`config.mk`:
```
export PLATFORM = sky130hd
export DESIGN_NAME = pull_latch_seq
export DESIGN_NICKNAME = d
export VERILOG_FILES = /design/src/rtl/pull_latch_seq.sv
export SDC_FILE = /design/constraint.sdc
export NUM_CORES = 1
export LEC_CHECK = 0
export BUFFER_PORTS_ARGS = -buffer_cell sky130_fd_sc_hd__buf_2
export CORE_AREA = 4 4 187 189
export CTS_BUF_LIST = sky130_fd_sc_hd__clkbuf_8
export DETAILED_ROUTE_END_ITERATION = 12
export DIE_AREA = 0 0 191 193
export GPL_TIMING_DRIVEN = 1
export PLACE_DENSITY = 0.73
export SYNTH_ARGS = -nofsm -noshare
export SYNTH_HDL_FRONTEND = slang
export SYNTH_SLANG_ARGS = --single-unit
export TNS_END_PERCENT = 100
```
`constraint.sdc`:
```
create_clock -name clk -period 3.8 [get_ports clk]
set_clock_uncertainty 0.2 [all_clocks]
set_input_delay 0.38 -clock clk [delete_from_list [all_inputs] [get_ports clk]]
set_output_delay 0.38 -clock clk [all_outputs]
set_load 0.03 [all_outputs]
```
`src/rtl/pull_latch_seq.sv`:
```
`timescale 1ns/1ps
module pull_latch_seq #(
  parameter int NUM_PINS  = 64,
  parameter int SETUP_CYC = 150,
  parameter int HOLD_CYC  = 150,
  parameter int ADDR_W    = 4
) (
  input  logic                  clk,
  input  logic                  rst_n,
  input  logic                  wr_en,
  input  logic [ADDR_W-1:0]     wr_addr,
  input  logic [31:0]           wr_data,
  output logic [2*NUM_PINS-1:0] pull_state,
  output logic                  setup_err
);
  localparam int NBANK = (NUM_PINS + 31) / 32;
  localparam int SW    = $clog2(SETUP_CYC + 1);
  localparam int HW    = $clog2(HOLD_CYC + 1);

  logic [1:0]    ctrl_q;
  logic [SW-1:0] setup_cnt;
  logic [NBANK-1:0] bank_viol;
  logic [1:0] st_q [NUM_PINS];

  wire ctrl_wr  = wr_en && wr_addr == ADDR_W'(0) && wr_data[1:0] != 2'd3;
  wire clr_wr   = wr_en && wr_addr == ADDR_W'(1) && wr_data[0];
  wire setup_ok = setup_cnt >= SW'(SETUP_CYC - 1);

  always_ff @(posedge clk) begin
    if (!rst_n) begin
      ctrl_q    <= 2'd0;
      setup_cnt <= '0;
    end else if (ctrl_wr) begin
      ctrl_q    <= wr_data[1:0];
      setup_cnt <= '0;
    end else if (!setup_ok) begin
      setup_cnt <= setup_cnt + SW'(1);
    end
  end

  always_ff @(posedge clk) begin
    if (!rst_n)          setup_err <= 1'b0;
    else if (clr_wr)     setup_err <= 1'b0;
    else if (|bank_viol) setup_err <= 1'b1;
  end

  for (genvar b = 0; b < NBANK; b++) begin : g_bank
    logic [31:0]   mask_q;
    logic [HW-1:0] hold_cnt;
    wire        bank_wr = wr_en && wr_addr == ADDR_W'(b + 2);
    wire [31:0] rise    = bank_wr ? (wr_data & ~mask_q) : 32'd0;
    wire [31:0] fall    = bank_wr ? (~wr_data & mask_q) : 32'd0;
    wire        hold_ok = hold_cnt >= HW'(HOLD_CYC - 1);

    assign bank_viol[b] = (|rise) && !setup_ok;

    always_ff @(posedge clk) begin
      if (!rst_n) begin
        mask_q   <= 32'd0;
        hold_cnt <= '0;
      end else begin
        if (bank_wr) mask_q <= wr_data;
        if (|rise)         hold_cnt <= '0;
        else if (!hold_ok) hold_cnt <= hold_cnt + HW'(1);
      end
    end

    for (genvar i = 0; i < 32; i++) begin : g_pin
      if (b * 32 + i < NUM_PINS) begin : g_live
        logic       armed;
        logic [1:0] cap;
        always_ff @(posedge clk) begin
          if (!rst_n) begin
            armed            <= 1'b0;
            cap              <= 2'd0;
            st_q[b * 32 + i] <= 2'd0;
          end else if (rise[i]) begin
            armed <= setup_ok;
            if (setup_ok) cap <= ctrl_q;
          end else if (fall[i]) begin
            armed <= 1'b0;
            if (armed && hold_ok) st_q[b * 32 + i] <= cap;
          end
        end
        assign pull_state[2 * (b * 32 + i) +: 2] = st_q[b * 32 + i];
      end
    end
  end

  assert_reserved_ignored_R2: assert property (@(posedge clk) disable iff (!rst_n)
    (wr_en && wr_addr == ADDR_W'(0) && wr_data[1:0] == 2'd3) |=> $stable(ctrl_q));

  assert_err_from_mask_write_R4: assert property (@(posedge clk) disable iff (!rst_n)
    $rose(setup_err) |-> $past(wr_en && wr_addr >= ADDR_W'(2)));

  assert_state_quiet_R7: assert property (@(posedge clk) disable iff (!rst_n)
    !$past(wr_en) |-> $stable(pull_state));

  assert_err_sticky_R8: assert property (@(posedge clk) disable iff (!rst_n)
    (setup_err && !clr_wr) |=> setup_err);
endmodule

```
# Word-level counts from Yosys, hierarchy flattened
# Memory sizes are Yosys's and may differ from the RTL's.
# Index checks and enable logic that the tools add are counted.
dict set report word_totals {
  mem_bits_rw 128
  memories 1
  reg_bits 283
  latch_bits 0
  inputBits 39
  wordCells 944
  mem_bits_ro 0
  output_inout_bits 129
}
dict set report classes {
  add_sub_neg 3
  mux 517
  reduce_logical 209
  bitwise 72
  n_shift 0
  multipliers 0
  magnitude_cmp 3
  n_eq_ne 4
  n_div 0
}
# name words width read_ports rd_clocked_by_memory_dff write_ports line_no
set memory_table {}
lappend memory_table {st_q 64 2 64 0 64 23} ;# logic [1:0] st_q [NUM_PINS];
# op n
set ops {}
lappend ops {{$mux 1} 449}
lappend ops {{$and 32x32->32} 4}
lappend ops {{$mux 2} 64}
lappend ops {{$mux 32} 4}
lappend ops {{$reduce_and 2->1} 64}
lappend ops {{$reduce_bool 2->1} 64}
lappend ops {{$not 32->32} 3}
lappend ops {{$logic_and 1x1->1} 72}
lappend ops {{$reduce_or 33->1} 2}
lappend ops {{$or 1x1->1} 64}
lappend ops {{$reduce_or 32->1} 2}
lappend ops {{$add 8x1->8 const B} 3}
lappend ops {{$ge 8x8->1 const B} 3}
lappend ops {{$eq 4x2->1 const B} 2}
lappend ops {{$reduce_or 2->1} 3}
lappend ops {{$eq 4x1->1 const B} 1}
lappend ops {{$logic_not 4->1} 1}
lappend ops {{$ne 2x2->1 const B} 1}
lappend ops {{$logic_not 1->1} 1}
lappend ops {{$not 1->1} 1}

# Longest topological paths before layout
# Gate-level depths: netlist of the first run.
dict set report depth {
  word_depth 8
  depth_mapped 9
  depth_no_buf 7
}

# Least setup slack after synthesis of the first run
# No wires, ideal clock.
dict set report synth_timing {
  kind {reg2reg}
  from {register g_bank[1].hold_cnt[0]}
  to {memory st_q[37][0], in the netlist st_q[1][10], enable pin}
  setup_ns 0.338
  path_buffers 1
  path_stages_with_launch 9
  path_slack_ns 1.450
  period_less_slack_ns 2.350
  required_time_ns 3.262
  arrival_ns 1.812
  cell_sequence {dfxtp_1 -> inv_1 -> ha_1 -> nor2b_1 -> o21a_1 -> nor2_1 -> nand2_1 -> buf_1 -> o31ai_1}
}
# element line_no
set synth_lines {}
lappend synth_lines {{start: declaration} 49} ;# logic [HW-1:0] hold_cnt;
lappend synth_lines {{start signal: assignment} 64} ;# else if (!hold_ok) hold_cnt <= hold_cnt + HW'(1);
lappend synth_lines {{end: declaration} 23}

# Worst setup path after layout of the first run
dict set report layout_timing {
  from {register setup_cnt[1]}
  to {register g_bank[0].g_pin[11].g_live.armed}
}
dict set report layout_between {
  elab_chain_cells 2
}
# element line_no
set layout_lines {}
lappend layout_lines {{start: declaration} 21} ;# logic [SW-1:0] setup_cnt;
lappend layout_lines {{start signal: assignment} 37} ;# setup_cnt <= setup_cnt + SW'(1);
lappend layout_lines {{$ge 8x8->1} 27} ;# wire setup_ok = setup_cnt >= SW'(SETUP_CYC - 1);
lappend layout_lines {{$mux 1} 77} ;# end else if (rise[i]) begin
lappend layout_lines {{end signal: assignment} 78} ;# armed <= setup_ok;
lappend layout_lines {{end: declaration} 70} ;# logic armed;
# Every way passes these cells.
# A chain may end at the register's enable or synchronous reset.

==> results_dict.tcl, run 1 <==
set metrics [dict create \
    layout_commonest_cell "dfxtp_1" \
    drt-pass1-iter-count 5 \
    num_io_pins 168 \
    ir_drop_uv 218 \
    worst_slew_pin_slew_ns 1.43 \
    wl_per_cell_um 18.5 \
    startpoint "setup_cnt[1]" \
    final_max_slew_viol_count 0 \
    htreeDepth 3 \
    setup_tns_ns 0 \
    path_class "register to register" \
    hold_class "input pin to register" \
    cap_violations 0 \
    drc 0 \
    setup_violations 0 \
    core-area_um2 33300 \
    place_ws_ns 0.783 \
    yosys_warnings 0 \
    drive_gt1_share_pct 15.6 \
    synth_async_sr_flop_share_pct 0 \
    reg2reg_slack_ns 0.73 \
    grt_max_degree 241 \
    clk_latency_ns 0.59 \
    syn_area_per_cell_um2 9.33 \
    synth.top_cell.area_share_pct 31.1 \
    cp-start-kind "register" \
    num_rows 67 \
    nets 2134 \
    rr_startpoint "setup_cnt[1]" \
    hpwl_um 29700 \
    cts_tree "yes" \
    synth_edf_count 128 \
    clkSinkCount 411 \
    grt_usage_pct 25.4 \
    clock_path_buffers 3 \
    synthCells 1951 \
    synth_nets 1999 \
    period_share_pct 80.7 \
    yosysUniqueCellTypes 50 \
    rsz0062_at_grt "false" \
    final_cell_mix "dfxtp_1, nand2_1, buf_2, nor2_1, o21ai_0" \
    setup_slack_ns 0.734 \
    hold_viol_final 0 \
    max_freq_mhz 326 \
    drt_iter0_drc 1370 \
    arrival_ns 3.29 \
    viasPerCell 5.80 \
    reg2reg_to "g_bank[0].g_pin[11].g_live.armed" \
    ant_nets 0 \
    wirelength_um 48000 \
    powerDensity_nw_per_um2 423 \
    synth_largest_area_cell "dfxtp_1" \
    gp_congestion 0.860 \
    p_total_mw 8.78 \
    synth_area_leaders "dfxtp_1, edfxtp_1, nand2_1" \
    relSlewSlack_pct 4.45 \
    first_global_vias 14500 \
    ys_ff_latch 411 \
    root_buffer "clkbuf_8" \
    nFillCells 2762 \
    dp.cells 2438 \
    final_cell_area_um2 20800 \
    outcome "finished clean" \
    die_w_um 191 \
    grt_pass1_wl_um 75500 \
    numPortBuffers 167 \
    clkTransAtPathRegs_ns 0.06 \
    cts_made_buffers 68 \
    dieArea_um2 36900 \
    initial_core_util_pct 54.7 \
    stdcell_count 2590 \
    cp_max_fo 36 \
    cp-endpoint "g_bank[0].g_pin[11].g_live.armed" \
    required_ns 4.03 \
    overflow 0 \
    period_minus_slack_ns 3.07 \
    yosysSeqAreaShare_pct 52.3 \
    placed_area_um2 19200 \
    crit_path_end_kind "register" \
    reg2reg_depth 8 \
    vias 15000 \
    area_growth_syn_to_layout_pct 14.1 \
    syn-cell-area_um2 18200 \
    antenna_found_initial 3 \
    cts_setup_buffers 0 \
    synth_ff_type "dfxtp_1" \
    die_y_um 193 \
    leakagePower_nw 7.52 \
]
[metrics by stage]
step,utilization (%),hold WS [ns]
after floorplan,-,0.237
after global placement,57.8,0.250
after detailed placement,57.8,0.261
after CTS,62.4,0.0222
after global routing,62.4,0.0356
final,62.4,0.0396
[power breakdown]
group	internal (mW)	total [mW]	leakage, nW	switching [mW]
Clock	1.88	3.62	0.782	1.74
Sequential	4.58	4.63	3.60	0.0462
Combinational	0.138	0.537	3.14	0.399
[routing by layer]
layer | up-vias | part of all wire [%] | global-route usage, % | wire length (um)
met3 | 104 | 6.7 | 4.39 | 3220
li1 | 7179 | - | - | -
met5 | - | 0.025 | 0 | 12
met1 | 7209 | 42 | 33.3 | 20300
met4 | 2 | 3.6 | 10.4 | 1710
met2 | 521 | 47 | 42.2 | 22800
[worst max-delay path, stage by stage (launching register included)]
cell	delay, ns
dfxtp_1	0.39
inv_1	0.08
ha_1	0.18
nor2b_1	0.14
o21a_2	0.87
buf_4	0.34
nor4_2	0.10
a2111oi_0	0.51
nor2_1	0.08
[repair_timing]
| action | in CTS | in global routing |
|---|---|---|
| gates resized for setup | 0 | 0 |
| hold endpoints to repair | 64 | 0 |
| hold buffers | 26 | 0 |
[cells in the mapped netlist (all sizes together) (26+ instances only)]
| cell | count |
|---|---|
| clkbuf | 126 |
| nor3 | 52 |
| nor3b | 26 |
| o31ai | 35 |
| a21oi | 131 |
| nor2 | 163 |
| edfxtp | 128 |
| nand3b | 32 |
| nor4 | 68 |
| nand2b | 66 |
| and3 | 51 |
| dfxtp | 283 |
| mux2i | 75 |
| and2 | 137 |
| o21ai | 164 |
| nand2 | 239 |
[flip-flops by register name, summed over array words and instances, names as in the netlist]
name	count
g_bank.g_pin.g_live.cap	128
setup_cnt	8
st_q	128
g_bank.hold_cnt	16
setup_err	1
g_bank.mask_q	64
ctrl_q	2
g_bank.g_pin.g_live.armed	64
[how the worst min path moves through the flow]
stage               slack (ns)                         endpoint  cells after the start                            start
finish                    0.04             g_bank[1].mask_q[24]                      4                      wr_data[24]
global route              0.04             g_bank[0].mask_q[19]                      4                      wr_data[19]
CTS                       0.02             g_bank[1].mask_q[24]                      4                      wr_data[24]
detailed placement        0.26  g_bank[1].g_pin[1].g_live.armed                      2  g_bank[1].g_pin[1].g_live.armed
global placement          0.25  g_bank[1].g_pin[1].g_live.armed                      2  g_bank[1].g_pin[1].g_live.armed
floorplan                 0.24  g_bank[1].g_pin[0].g_live.armed                      2  g_bank[1].g_pin[0].g_live.armed
[layout make-up]
cell class / instances / area, um2 / area share [%]
clock inverter: 46 / 193 / 0.928
multi-input combinational: 1377 / 8060 / 38.8
antenna: 2 / 5.00 / 0.0241
sequential: 411 / 9520 / 45.8
clock buffer: 78 / 1070 / 5.17
timing repair buffer: 216 / 1310 / 6.30
inverter: 12 / 50.0 / 0.241
tap: 448 / 561 / 2.70
[cells by family (layout without fill, tap and decap cells)]
family	count (synthesis)	after routing	share of synthesized area (%)
compound gates	404	404	13.1
xor+xnor	18	18	0.866
fa+ha+maj	9	9	0.619
buf+inv	163	352	3.52
flops	411	411	52.3
mux	75	75	4.13
other cells	0	2	0
simple gates	871	871	25.5
Note: power is estimated with default switching activity, not from simulation.
==> run 2, diff against run 1 <==
--- a/config.mk
+++ b/config.mk
@@ -11,7 +11,7 @@
 export DETAILED_ROUTE_END_ITERATION = 12
 export DIE_AREA = 0 0 191 193
 export GPL_TIMING_DRIVEN = 1
-export PLACE_DENSITY = 0.73
+export PLACE_DENSITY = 0.76
 export SYNTH_ARGS = -nofsm -noshare
 export SYNTH_HDL_FRONTEND = slang
 export SYNTH_SLANG_ARGS = --single-unit
==> constraint.sdc (replaced) <==
create_clock -name clk -period 2.8 [get_ports clk]
set_clock_uncertainty 0.2 [all_clocks]
set_input_delay 0.28 -clock clk [delete_from_list [all_inputs] [get_ports clk]]
set_output_delay 0.28 -clock clk [all_outputs]
set_load 0.03 [all_outputs]
==> results_dict.tcl, run 2 (synthesis results as in run 1) <==
set metrics [dict create \
    p_total_mw 12.0 \
    period_minus_slack_ns 2.55 \
    drc 0 \
    nFillCells 2775 \
    gp_congestion 0.825 \
    drive_gt1_share_pct 16.5 \
    htreeDepth 3 \
    leakagePower_nw 7.65 \
    ir_drop_uv 385 \
    hold_viol_final 0 \
    cts_made_buffers 67 \
    hpwl_um 30800 \
    largest_registers "g_bank.g_pin.g_live.cap: 128 flops, st_q: 128 flops" \
    setup_violations 0 \
    die_w_um 191 \
    first_global_vias 14800 \
    fin_util_pct 63.3 \
    wirelength_um 47900 \
    final_max_slew_viol_count 0 \
    met1_length_um 19300 \
    layout_commonest_cell "dfxtp_1" \
    die_y_um 193 \
    ctsResizeCount 0 \
    arrival_ns 2.80 \
    required_ns 3.05 \
    path_class "register to register" \
    max_freq_mhz 392 \
    relSlewSlack_pct 29.7 \
    powerDensity_nw_per_um2 568 \
    period_share_pct 91.2 \
    initial_core_util_pct 54.7 \
    grt_pass1_wl_um 75500 \
    grt_usage_pct 25.6 \
    overflow 0 \
    holdWs_ns 0.0541 \
    final_cell_mix "dfxtp_1, nand2_1, buf_2, nor2_1, o21ai_0" \
    numPortBuffers 167 \
    drt-pass1-iter-count 7 \
    dr_wl_met2_um 22800 \
    nets 2159 \
    cts_tree "yes" \
    cp-start-kind "register" \
    outcome "finished clean" \
    rsz0062_at_grt "false" \
    core-area_um2 33300 \
    num_io_pins 168 \
    clkTransAtPathRegs_ns 0.06 \
    worst_slew_pin_slew_ns 1.05 \
    crit_path_end_kind "register" \
    setup_tns_ns 0 \
    hold_class "input pin to register" \
    antenna_found_initial 2 \
    cp_max_fo 18 \
    num_rows 67 \
    cts_setup_buffers 0 \
    vias 15200 \
    cap_violations 0 \
    top_layer "met4" \
    clk_latency_ns 0.60 \
    drt_iter0_drc 1432 \
    viasPerCell 5.79 \
    clkSinkCount 411 \
    clock_path_buffers 3 \
    root_buffer "clkbuf_8" \
    grt_max_degree 241 \
    dr_wl_met3_um 3940 \
    wl_per_cell_um 18.3 \
    area_growth_syn_to_layout_pct 15.8 \
    dieArea_um2 36900 \
    ant_nets 0 \
]
[run 2: metrics by stage]
step                      setup WS [ns]  instance area (um2)  cells
after floorplan                   0.450                18200   1951
after global placement            0.371                19500   2458
after detailed placement          0.248                19500   2458
after CTS                         0.247                21100   2612
after global routing             0.0517                21100   2613
final                             0.246                21100   2615
[run 2: area by class of cell]
cell class | count | area (um2) | share of cell area (%)
sequential | 411 | 9510 | 45.1
clock inverter | 43 | 186 | 0.885
timing repair buffer | 242 | 1610 | 7.62
multi-input combinational | 1377 | 8060 | 38.3
antenna | 3 | 7.51 | 0.0356
inverter | 12 | 50.0 | 0.237
tap | 448 | 561 | 2.66
clock buffer | 79 | 1090 | 5.16
[run 2: path summary, 6_finish.rpt]
| kind | from | end | slack (ns) | cells past startpoint |
|---|---|---|---|---|
| setup / recovery | setup_cnt[1] | g_bank[0].g_pin[30].g_live.cap[0] | 0.25 | 8 |
| hold / removal | rst_n | st_q[1][31] | 0.05 | 2 |
| setup reg to reg | setup_cnt[1] | g_bank[0].g_pin[30].g_live.cap[0] | 0.25 | 8 |
| hold reg to reg | g_bank[1].g_pin[4].g_live.cap[0] | g_bank[1].g_pin[4].g_live.cap[0] | 0.27 | 2 |
[run 2: routing by layer]
layer	vias to the layer above	global-route usage [%]
met4	0	11.6
met5	-	0
met1	7200	32.3
li1	7251	-
met2	595	42.8
met3	106	5.31
[run 2: repair_timing]
item	CTS	global route
endpoints found under the hold margin	124	0
hold buffers	32	0
setup endpoints to repair	0	0
[run 2: critical path, cell delays in order (launching register included)]
cell and delay (ns):
dfxtp_1 0.39, inv_1 0.09, ha_1 0.17, nor2b_1 0.14
o21a_2 0.35, buf_12 0.22, nor4_1 0.52, mux2i_1 0.26
nor2_1 0.06
[run 2: report_power, final]
group	switching, mW	leakage (nW)	internal (mW)
clock	2.37	0.742	2.57
sequential	0.0595	3.60	6.22
combinational	0.548	3.30	0.201
